**src/rtl/i2c_fm_pkg.sv**
```systemverilog
package i2c_fm_pkg;

  typedef enum logic [1:0] {OP_START, OP_STOP, OP_WBIT, OP_RBIT} op_e;
  typedef enum logic [1:0] {K_NORMAL, K_WR, K_RD} kind_e;
  typedef enum logic [3:0] {
    Q_IDLE, Q_START, Q_ADDR_W, Q_REG, Q_RSTART, Q_ADDR_R,
    Q_RD0, Q_RD1, Q_STOP, Q_PART
  } seq_e;

  // mode decode: write wedge has priority over read wedge
  function automatic kind_e kind_of(input logic [2:0] m);
    if (m[0]) return K_WR;
    if (m[1]) return K_RD;
    return K_NORMAL;
  endfunction

  function automatic logic [3:0] eff_count(input kind_e k, input logic vld,
                                           input logic [3:0] c);
    if (!vld) return (k == K_RD) ? 4'd2 : 4'd8;
    return (c > 4'd8) ? 4'd8 : c;
  endfunction

  function automatic logic [7:0] addr_byte(input logic [7:0] a, input logic rd);
    return {a[7:1], rd};
  endfunction

  // bit number idx counted from the MSB
  function automatic logic msb_at(input logic [7:0] b, input logic [3:0] idx);
    logic [7:0] t;
    t = b << idx;
    return t[7];
  endfunction

endpackage

```
**src/rtl/i2c_fm_sync.sv**
```systemverilog
module i2c_fm_sync #(
  parameter int W      = 2,
  parameter int STAGES = 2
) (
  input  logic         clk,
  input  logic         rst_n,
  input  logic [W-1:0] d,
  output logic [W-1:0] q
);
  logic [STAGES-1:0][W-1:0] pipe;

  always_ff @(posedge clk or negedge rst_n) begin
    if (!rst_n) pipe <= '1;
    else        pipe <= {pipe[STAGES-2:0], d};
  end

  assign q = pipe[STAGES-1];
endmodule

```
**src/rtl/i2c_fm_engine.sv**
```systemverilog
module i2c_fm_engine
  import i2c_fm_pkg::*;
#(
  parameter int DLY_CYC       = 500,
  parameter int STRETCH_LIMIT = 100000
) (
  input  logic clk,
  input  logic rst_n,
  input  logic req,
  input  op_e  op,
  input  logic tx_bit,
  input  logic scl_s,
  input  logic sda_s,
  output logic scl_oe,
  output logic sda_oe,
  output logic fin,
  output logic tmo,
  output logic rx_bit
);
  localparam int TW = $clog2(DLY_CYC + 1);
  localparam int WW = $clog2(STRETCH_LIMIT + 1);
  localparam logic [TW-1:0] DLY_LD  = TW'(DLY_CYC - 1);
  localparam logic [WW-1:0] WAIT_MX = WW'(STRETCH_LIMIT - 1);

  typedef enum logic [2:0] {E_IDLE, E_SET, E_RISE, E_HIGH, E_TAIL} est_e;
  est_e           st;
  op_e            op_q;
  logic [TW-1:0]  tmr;
  logic [WW-1:0]  wait_cnt;

  always_ff @(posedge clk or negedge rst_n) begin
    if (!rst_n) begin
      st       <= E_IDLE;
      op_q     <= OP_START;
      tmr      <= '0;
      wait_cnt <= '0;
      scl_oe   <= 1'b0;
      sda_oe   <= 1'b0;
      fin      <= 1'b0;
      tmo      <= 1'b0;
      rx_bit   <= 1'b0;
    end else begin
      fin <= 1'b0;
      tmo <= 1'b0;
      case (st)
        E_IDLE: if (req) begin
          op_q   <= op;
          sda_oe <= (op == OP_STOP) || (op == OP_WBIT && !tx_bit);
          tmr    <= DLY_LD;
          st     <= E_SET;
        end
        E_SET: if (tmr == '0) begin
          scl_oe   <= 1'b0;
          wait_cnt <= '0;
          st       <= E_RISE;
        end else tmr <= tmr - 1'b1;
        E_RISE: if (scl_s) begin
          tmr <= DLY_LD;
          st  <= E_HIGH;
        end else if (wait_cnt == WAIT_MX) begin
          scl_oe <= 1'b0;
          sda_oe <= 1'b0;
          tmo    <= 1'b1;
          fin    <= 1'b1;
          st     <= E_IDLE;
        end else wait_cnt <= wait_cnt + 1'b1;
        E_HIGH: if (tmr == '0) begin
          rx_bit <= sda_s;
          case (op_q)
            OP_START: begin sda_oe <= 1'b1; tmr <= DLY_LD; st <= E_TAIL; end
            OP_STOP:  begin sda_oe <= 1'b0; tmr <= DLY_LD; st <= E_TAIL; end
            default:  begin scl_oe <= 1'b1; fin <= 1'b1; st <= E_IDLE; end
          endcase
        end else tmr <= tmr - 1'b1;
        E_TAIL: if (tmr == '0) begin
          if (op_q == OP_START) scl_oe <= 1'b1;
          fin <= 1'b1;
          st  <= E_IDLE;
        end else tmr <= tmr - 1'b1;
        default: st <= E_IDLE;
      endcase
    end
  end
endmodule

```
**src/rtl/i2c_fault_master.sv**
```systemverilog
module i2c_fault_master
  import i2c_fm_pkg::*;
#(
  parameter int DLY_CYC       = 500,
  parameter int STRETCH_LIMIT = 100000,
  parameter int SYNC_STAGES   = 2
) (
  input  logic       clk,
  input  logic       rst_n,
  input  logic       go,
  input  logic [7:0] cmd_addr,
  input  logic [7:0] cmd_data,
  input  logic [2:0] cmd_mode,
  input  logic       cmd_cnt_vld,
  input  logic [3:0] cmd_cnt,
  input  logic       scl_in,
  input  logic       sda_in,
  output logic       scl_oe,
  output logic       sda_oe,
  output logic       busy,
  output logic       done,
  output logic       stretch_err,
  output logic       nack_wr,
  output logic       nack_rd,
  output logic [7:0] rd_first,
  output logic [7:0] rd_second,
  output logic       rst_req
);
  localparam logic [3:0] ACK_SLOT = 4'd8;

  seq_e       q;
  kind_e      kind_q;
  logic       reboot_q;
  logic [7:0] addr_q, data_q, tx_byte;
  logic [3:0] cnt_q, bitn;
  logic       inflight;
  op_e        op_n;
  logic       bit_n;
  logic [1:0] line_s;
  logic       op_fin, op_tmo, op_rx;

  // named internal events, also seen by the checker
  logic op_fire, part_end, seq_fin, wedge_sel;

  i2c_fm_sync #(.W(2), .STAGES(SYNC_STAGES)) u_sync (
    .clk(clk), .rst_n(rst_n), .d({scl_in, sda_in}), .q(line_s)
  );

  i2c_fm_engine #(.DLY_CYC(DLY_CYC), .STRETCH_LIMIT(STRETCH_LIMIT)) u_eng (
    .clk(clk), .rst_n(rst_n), .req(op_fire), .op(op_n), .tx_bit(bit_n),
    .scl_s(line_s[1]), .sda_s(line_s[0]), .scl_oe(scl_oe), .sda_oe(sda_oe),
    .fin(op_fin), .tmo(op_tmo), .rx_bit(op_rx)
  );

  always_comb begin
    case (q)
      Q_ADDR_W: tx_byte = addr_byte(addr_q, 1'b0);
      Q_ADDR_R: tx_byte = addr_byte(addr_q, 1'b1);
      default:  tx_byte = data_q;
    endcase
  end

  always_comb begin
    op_n  = OP_WBIT;
    bit_n = 1'b1;
    case (q)
      Q_START, Q_RSTART: op_n = OP_START;
      Q_STOP:            op_n = OP_STOP;
      Q_ADDR_W, Q_REG, Q_ADDR_R:
        if (bitn == ACK_SLOT) op_n = OP_RBIT;
        else                  bit_n = msb_at(tx_byte, bitn);
      Q_RD0, Q_RD1:
        if (bitn == ACK_SLOT) bit_n = (q == Q_RD1);
        else                  op_n = OP_RBIT;
      Q_PART:
        if (kind_q == K_RD) op_n = OP_RBIT;
        else                bit_n = msb_at(data_q, bitn);
      default: ;
    endcase
  end

  assign busy      = (q != Q_IDLE);
  assign wedge_sel = (kind_q != K_NORMAL);
  assign part_end  = (q == Q_PART) && (bitn == cnt_q);
  assign op_fire   = busy && !inflight && !part_end;
  assign seq_fin   = (op_fin && (op_tmo || q == Q_STOP)) || (part_end && !inflight);

  always_ff @(posedge clk or negedge rst_n) begin
    if (!rst_n) begin
      q <= Q_IDLE; kind_q <= K_NORMAL; reboot_q <= 1'b0;
      addr_q <= '0; data_q <= '0; cnt_q <= '0; bitn <= '0; inflight <= 1'b0;
      done <= 1'b0; rst_req <= 1'b0; stretch_err <= 1'b0;
      nack_wr <= 1'b0; nack_rd <= 1'b0; rd_first <= '0; rd_second <= '0;
    end else begin
      done    <= 1'b0;
      rst_req <= 1'b0;
      if (q == Q_IDLE) begin
        if (go) begin
          addr_q   <= cmd_addr;
          data_q   <= cmd_data;
          kind_q   <= kind_of(cmd_mode);
          reboot_q <= cmd_mode[2];
          cnt_q    <= eff_count(kind_of(cmd_mode), cmd_cnt_vld, cmd_cnt);
          bitn     <= '0;
          nack_wr  <= 1'b0; nack_rd <= 1'b0; stretch_err <= 1'b0;
          rd_first <= '0;   rd_second <= '0;
          q        <= Q_START;
        end
      end else begin
        if (op_fire)     inflight <= 1'b1;
        else if (op_fin) inflight <= 1'b0;
        if (seq_fin) begin
          q           <= Q_IDLE;
          done        <= 1'b1;
          stretch_err <= op_fin && op_tmo;
          rst_req     <= wedge_sel && reboot_q && !(op_fin && op_tmo);
        end else if (op_fin) begin
          case (q)
            Q_START:  begin q <= Q_ADDR_W; bitn <= '0; end
            Q_RSTART: begin q <= Q_ADDR_R; bitn <= '0; end
            Q_ADDR_W, Q_REG, Q_ADDR_R:
              if (bitn == ACK_SLOT) begin
                bitn <= '0;
                if (q == Q_ADDR_W) begin
                  nack_wr <= op_rx;
                  q <= (kind_q == K_WR) ? Q_PART : Q_REG;
                end else if (q == Q_REG) q <= Q_RSTART;
                else begin
                  nack_rd <= op_rx;
                  q <= (kind_q == K_RD) ? Q_PART : Q_RD0;
                end
              end else bitn <= bitn + 4'd1;
            Q_RD0, Q_RD1:
              if (bitn == ACK_SLOT) begin
                bitn <= '0;
                q    <= (q == Q_RD0) ? Q_RD1 : Q_STOP;
              end else begin
                if (q == Q_RD0) rd_first  <= {rd_first[6:0], op_rx};
                else            rd_second <= {rd_second[6:0], op_rx};
                bitn <= bitn + 4'd1;
              end
            Q_PART: begin
              if (kind_q == K_RD) rd_first <= {rd_first[6:0], op_rx};
              bitn <= bitn + 4'd1;
            end
            default: ;
          endcase
        end
      end
    end
  end
endmodule

```
**config.mk**
```make
export PLATFORM = sky130hd
export DESIGN_NAME = i2c_fault_master
export DESIGN_NICKNAME = d
export VERILOG_FILES = /design/src/rtl/i2c_fm_pkg.sv /design/src/rtl/i2c_fm_sync.sv /design/src/rtl/i2c_fm_engine.sv /design/src/rtl/i2c_fault_master.sv
export SDC_FILE = /design/constraint.sdc
export NUM_CORES = 1
export LEC_CHECK = 0
export ABC_AREA = 0
export ABC_CLOCK_PERIOD_IN_PS = 3550
export BUFFER_PORTS_ARGS = -buffer_cell sky130_fd_sc_hd__buf_2
export CAP_MARGIN = 20
export CORE_MARGIN = 8
export CORE_UTILIZATION = 50
export DETAILED_ROUTE_END_ITERATION = 6
export GPL_TIMING_DRIVEN = 0
export PLACE_DENSITY = 0.69
export SKIP_LAST_GASP = 1
export SYNTH_ARGS = -nofsm -noshare
export SYNTH_HDL_FRONTEND = slang
export SYNTH_HIERARCHICAL = 1
export SYNTH_SLANG_ARGS = --single-unit
```
**constraint.sdc**
```tcl
create_clock -name clk -period 3.55 [get_ports clk]
set_clock_uncertainty 0.1 [all_clocks]
set_input_delay 0.5325 -clock clk [delete_from_list [all_inputs] [get_ports clk]]
set_output_delay 0.5325 -clock clk [all_outputs]
set_load 0.02 [all_outputs]
```
* Word level (Yosys, flattened, before mapping) *
Cells that the tools add are included.

operators by class
  $add $sub $neg = 3
  $lt $le $gt $ge = 1
  eq/ne operators = 47
  shift operators = 2
  multiplexer cells = 120
  bitwise gates (word level) = 1
  reduce and logical (&&, ||, !) cells = 59

operators with widths
  kind                                                                    count
  8-bit two-way mux                                                       13
  4-bit two-way mux                                                       20
  1-bit two-way mux                                                       53
  17-bit two-way mux                                                      3
  9-bit two-way mux                                                       5
  9-bit case mux with 4 select lines                                      1
  17-bit case mux with 2 select lines                                     1
  8-bit case mux with 2 select lines                                      2
  3-bit two-way mux                                                       7
  2-bit != test (second input constant)                                   10
  6-bit AND reduction                                                     3
  2-bit nonzero test                                                      9
  17-bit by 1-bit adder with 17-bit output (second input constant)        1
  17-bit equality test (second input constant)                            1
  4-bit by 3-bit equality test with 1-bit output (second input constant)  4
  4-bit case mux with 4 select lines                                      1
  4-bit nonzero test                                                      4
  8-bit by 4-bit left shift with 8-bit output                             2
  3-bit case mux with 5 select lines                                      1
  5-bit AND reduction                                                     3
  2-bit by 1-bit != test with 1-bit output (second input constant)        7
  7-bit AND reduction                                                     2
  4-bit equality test (second input constant)                             3
  2-bit two-way mux                                                       6
  36 further kinds                                                        71

word-level totals
  register bits after elaboration = 93
  bits of input ports = 29
  output and inout port bits = 24

* Longest topological paths before layout *
  word-level depth = 14
  gate-level depth with buffers = 12
  gate-level depth less buffers = 11

* Hierarchy *
Netlist, hierarchy kept.

modules (own cells, without submodules)
  module            times used  cells each  area an instance (um^2)  sequential area each (um^2)
  i2c_fault_master  1           283         2892.8                   1301.2
  i2c_fm_engine     1           225         2052.0                   900.9
  i2c_fm_sync       1           6           120.1                    105.1

* Worst setup path before layout *
No wires, ideal clock.

  path type = register -> register
  from = register u_eng.tmr[0]
  to = register u_eng.wait_cnt[15]
  arrival = 2492 ps
  data required time = 3372 ps
  slack = 880 ps
  stages on the path, launching flop included = 10
  buffers on the path = 1
  period minus slack after synthesis = 2670 ps
  path through = dfrtp_1 inv_1 ha_1 or4b_4 nor4_4 nand3b_2 buf_6 a2111o_1 or3_1 a21oi_1

on the way
  longest elaborated chain between the ends = 3

ends and longest elaborated chain
  item                                                       line                 source
  start, declared                                            i2c_fm_engine.sv:28  logic [TW-1:0] tmr;
  start signal, assigned                                     i2c_fm_engine.sv:56  end else tmr <= tmr - 1'b1;
  start signal, assigned                                     i2c_fm_engine.sv:74  end else tmr <= tmr - 1'b1;
  start signal, assigned                                     i2c_fm_engine.sv:79  end else tmr <= tmr - 1'b1;
  9-bit zero test                                            i2c_fm_engine.sv:52  E_SET: if (tmr == '0) begin
  2-bit by 1-bit != test with 1-bit output (no source line)  --
  4-bit AND reduction (no source line)                       --
  end signal, assigned                                       i2c_fm_engine.sv:66  end else wait_cnt <= wait_cnt + 1'b1;
  end, declared                                              i2c_fm_engine.sv:29  logic [WW-1:0] wait_cnt;

No other way between the ends.
A chain may end at the register's enable or synchronous reset.

* Final worst setup path *
  from = register u_eng.tmr[0]
  to = register u_eng.wait_cnt[16]

Same word-level chain as after synthesis.

==> flow_summary.toml <==
[status]
status = "finished clean"

[drt]
antenna_left = 0
wl_per_cell_um = 16.13
viasPerCell = 5.850
routedLengthMet1_mm = 5.118
top_layer = "met4"
wl_met2_mm = 5.673
firstDrtPassIters = 5
vias = 4183
drt_wl_total_mm = 11.53
met3_length_um = 545
remaining_drc_errors = 0
drtIter0Drc = 214

[setup_path]
slowest_delay_ns = 0.51
crit_buf_inv = 3
cpLargestDelayFamily = "simple AND/OR/NAND/NOR gates"
worstReg2RegEnd = "u_eng/wait_cnt[16]$_DFFE_PN0P_"
crit_chain = "inv_1 > ha_1 > or4b_4 > or4_1 > clkbuf_1 > nor3_1 > clkbuf_1 > nor2_1"
critPathArrivalTime_ns = 3.17
crit_required_ns = 3.69
cp_common_cell = "clkbuf_1"
endpoint_kind = "register"
reg2regPathDepth = 8
start_kind = "register"
slowest_stage = "or4b_4"
regToRegStartpoint = "u_eng/tmr[0]$_DFFE_PN0P_"
rrSetupSlack_ns = 0.53
cp_max_fo = 10
worst-setup-path-type = "reg -> reg"

[timing]
hold_violations = 0
finalMaxSlewViolations = 0
period_share_pct = 85.18
setup-tns-final_ns = 0
max_slew_margin_pct = 54.57
worst_slew_pin_slew_ns = 0.6743
layout_min_cycle_time_ns = 3.024
setup_viol = 0
worst_hold_slack_ns = 0.05894
fmax_mhz = 330.7
rsz0062_at_grt = "no"
final.setup.worst_slack_ns = 0.5260

[floorplanning]
die_y_um = 116.6
die_width_um = 116.6
core_um2 = 9819
die-area_um2 = 13610
ios = 53
initial_core_util_pct = 51.58
num_rows = 36

[placement]
io_buffers = 51
place_hpwl_mm = 8.427
gp_congestion = 0.8890
place_ws_ns = 0.4828
dpl_cell_area_um2 = 5517

[clocking]
cts_tree = "done"
cts_inserted_buffers = 9
cts_root_buf = "clkbuf_8"
clk_latency_ns = 0.37
postCtsSetupBuffers = 0
clockBufferDepth = 2
clock_sinks = 92
ctsResizeCount = 0
postCtsHoldBufs = 0
clk_pin_slew_ns = 0.08
htreeDepth = 3

[power_and_ir_drop]
power_per_cell_area_nw_per_um2 = 683.1
ir_drop_mv = 0.3343
p_leak_nw = 2.472

[finish]
final_nets = 610
design_area_um2 = 5712
diodes = 0
layout-drive-gt1-share_pct = 21.31
area.growth.synth_to_final_pct = 12.77
fillCellCount = 880

[global_route]
grt_start_max_net_pins = 51
overflow = 0
antenna_found_initial = 0
track_usage_pct = 18.09
grt_pass1_vias = 4088
grt_pass1_wl_mm = 19.46

[synthesis]
synth_largest_area_cell = "dfrtp_1"
yosysSeqAreaShare_pct = 45.55
avgSynthCellArea_um2 = 9.854
synth_top_area_share_pct = 43.48
yosys_warnings = 6
synth-edff-count = 0
ys_seq_elements = 92
syn_area_um2 = 5065
yosysUniqueCellTypes = 71
synth_ff_type = "dfrtp_1"
ys_top_cells_by_area = "dfrtp_1, mux2_2, o21ai_0, nand2_1, mux2i_1"
syn_nets = 547
ys_async_sr_fraction_pct = 100.0
netlist_instances = 514

[hold_path]
min_path_type = "in -> async"

[run]
max_cap_violations = 0
==> sequential cells by signal (all words and copies together) (netlist names), 2 cells and up <==
| signal | cells |
|---|---|
| u_eng/wait_cnt | 17 |
| u_eng/tmr | 9 |
| data_q | 8 |
| rd_first | 8 |
| rd_second | 8 |
| addr_q | 7 |
| bitn | 4 |
| cnt_q | 4 |
| q | 4 |
| u_eng/st | 3 |
| kind_q | 2 |
| u_eng/op_q | 2 |
| u_sync/pipe | 2 |
| u_sync/q | 2 |
==> cells by family after synthesis <==
group                      count (synthesis)  share of synthesized area (%)
xor gates and xnor gates                  12                          2.075
and+or+nand+nor                          171                          18.80
AOI/OAI and AO/OA                        140                          17.56
adders and majority gates                  4                         0.9882
buffers and inverters                     47                          4.051
muxes                                     48                          10.97
DFF                                       92                          45.55
==> layer usage <==
| metal | global-route usage, % | vias to the layer above |
|---|---|---|
| met2 | 30.35 | 88 |
| met4 | 5.802 | 0 |
| li1 | - | 2003 |
| met5 | 0 | - |
| met1 | 22.18 | 2074 |
| met3 | 4.860 | 18 |
==> cell usage after synthesis, drive strengths merged, types with 2 or more instances <==
cell type and n:
dfstp 4, o21ai 47, clkbuf 19, nor3b 2
buf 9, xnor2 11, nand3 11, nor4b 3
nor4 4, o22ai 3, and3b 2, mux2i 18
nor2b 8, o211ai 6, nand3b 10, o21bai 3
nor2 28, nand2 49, dfrtp 88, or4 7
or3 6, nand4 5, a211o 2, a32oi 2
nand2b 12, ha 4, a31oi 3, o211a 2
a21oi 32, o21a 3, or2 5, and3 2
a211oi 3, mux2 27, nor3 9, a21o 5
o31ai 17, and2 2, inv 18, mux4 3
==> final cells by class <==
class,count,area (µm²),area share (%)
Buffer,28,133.9,2.344
Clock buffer,12,145.1,2.541
Clock inverter,4,50.05,0.8762
Inverter,19,71.32,1.249
Multi-Input combinational cell,375,2552,44.69
Sequential cell,92,2307,40.39
Tap cell,133,166.4,2.913
Timing Repair Buffer,52,285.3,4.995
==> worst max path at each step <==
stage	start	cells past startpoint	slack (ns)	endpoint
finish	u_eng/tmr[0]$_DFFE_PN0P_	8	0.53	u_eng/wait_cnt[16]$_DFFE_PN0P_
global route	u_eng/tmr[0]$_DFFE_PN0P_	8	0.32	u_eng/wait_cnt[11]$_DFFE_PN0P_
CTS	u_eng/tmr[0]$_DFFE_PN0P_	8	0.48	u_eng/wait_cnt[16]$_DFFE_PN0P_
detailed placement	u_eng/tmr[0]$_DFFE_PN0P_	8	0.48	u_eng/wait_cnt[4]$_DFFE_PN0P_
global placement	u_eng/tmr[0]$_DFFE_PN0P_	8	0.56	u_eng/wait_cnt[16]$_DFFE_PN0P_
floorplan	u_eng/tmr[0]$_DFFE_PN0P_	9	0.88	u_eng/wait_cnt[15]$_DFFE_PN0P_
==> cells in the final DEF (no fill, tap or decap), types with 18 or more instances in the layout <==
cell	instances
a21oi_1	32
buf_2	55
clkbuf_1	21
dfrtp_1	88
mux2_2	25
mux2i_1	18
nand2_1	49
nor2_1	28
o21ai_0	42
==> stage by stage <==
step	total power, mW	instances	util, %
6_report	3.902	715	58.17
5_1_grt	4.200	715	58.17
4_1_cts	3.938	715	58.17
3_5_place_dp	3.213	699	56.18
3_3_place_gp	3.152	698	55.87
2_1_floorplan	2.762	514	-
==> power by group <==
part           switching [mW]  internal, mW  leakage, nW
sequential              0.259          1.33         1.17
combinational           0.916         0.691         1.21
clock                   0.359         0.344       0.0926
(Power assumes the default switching activity.)
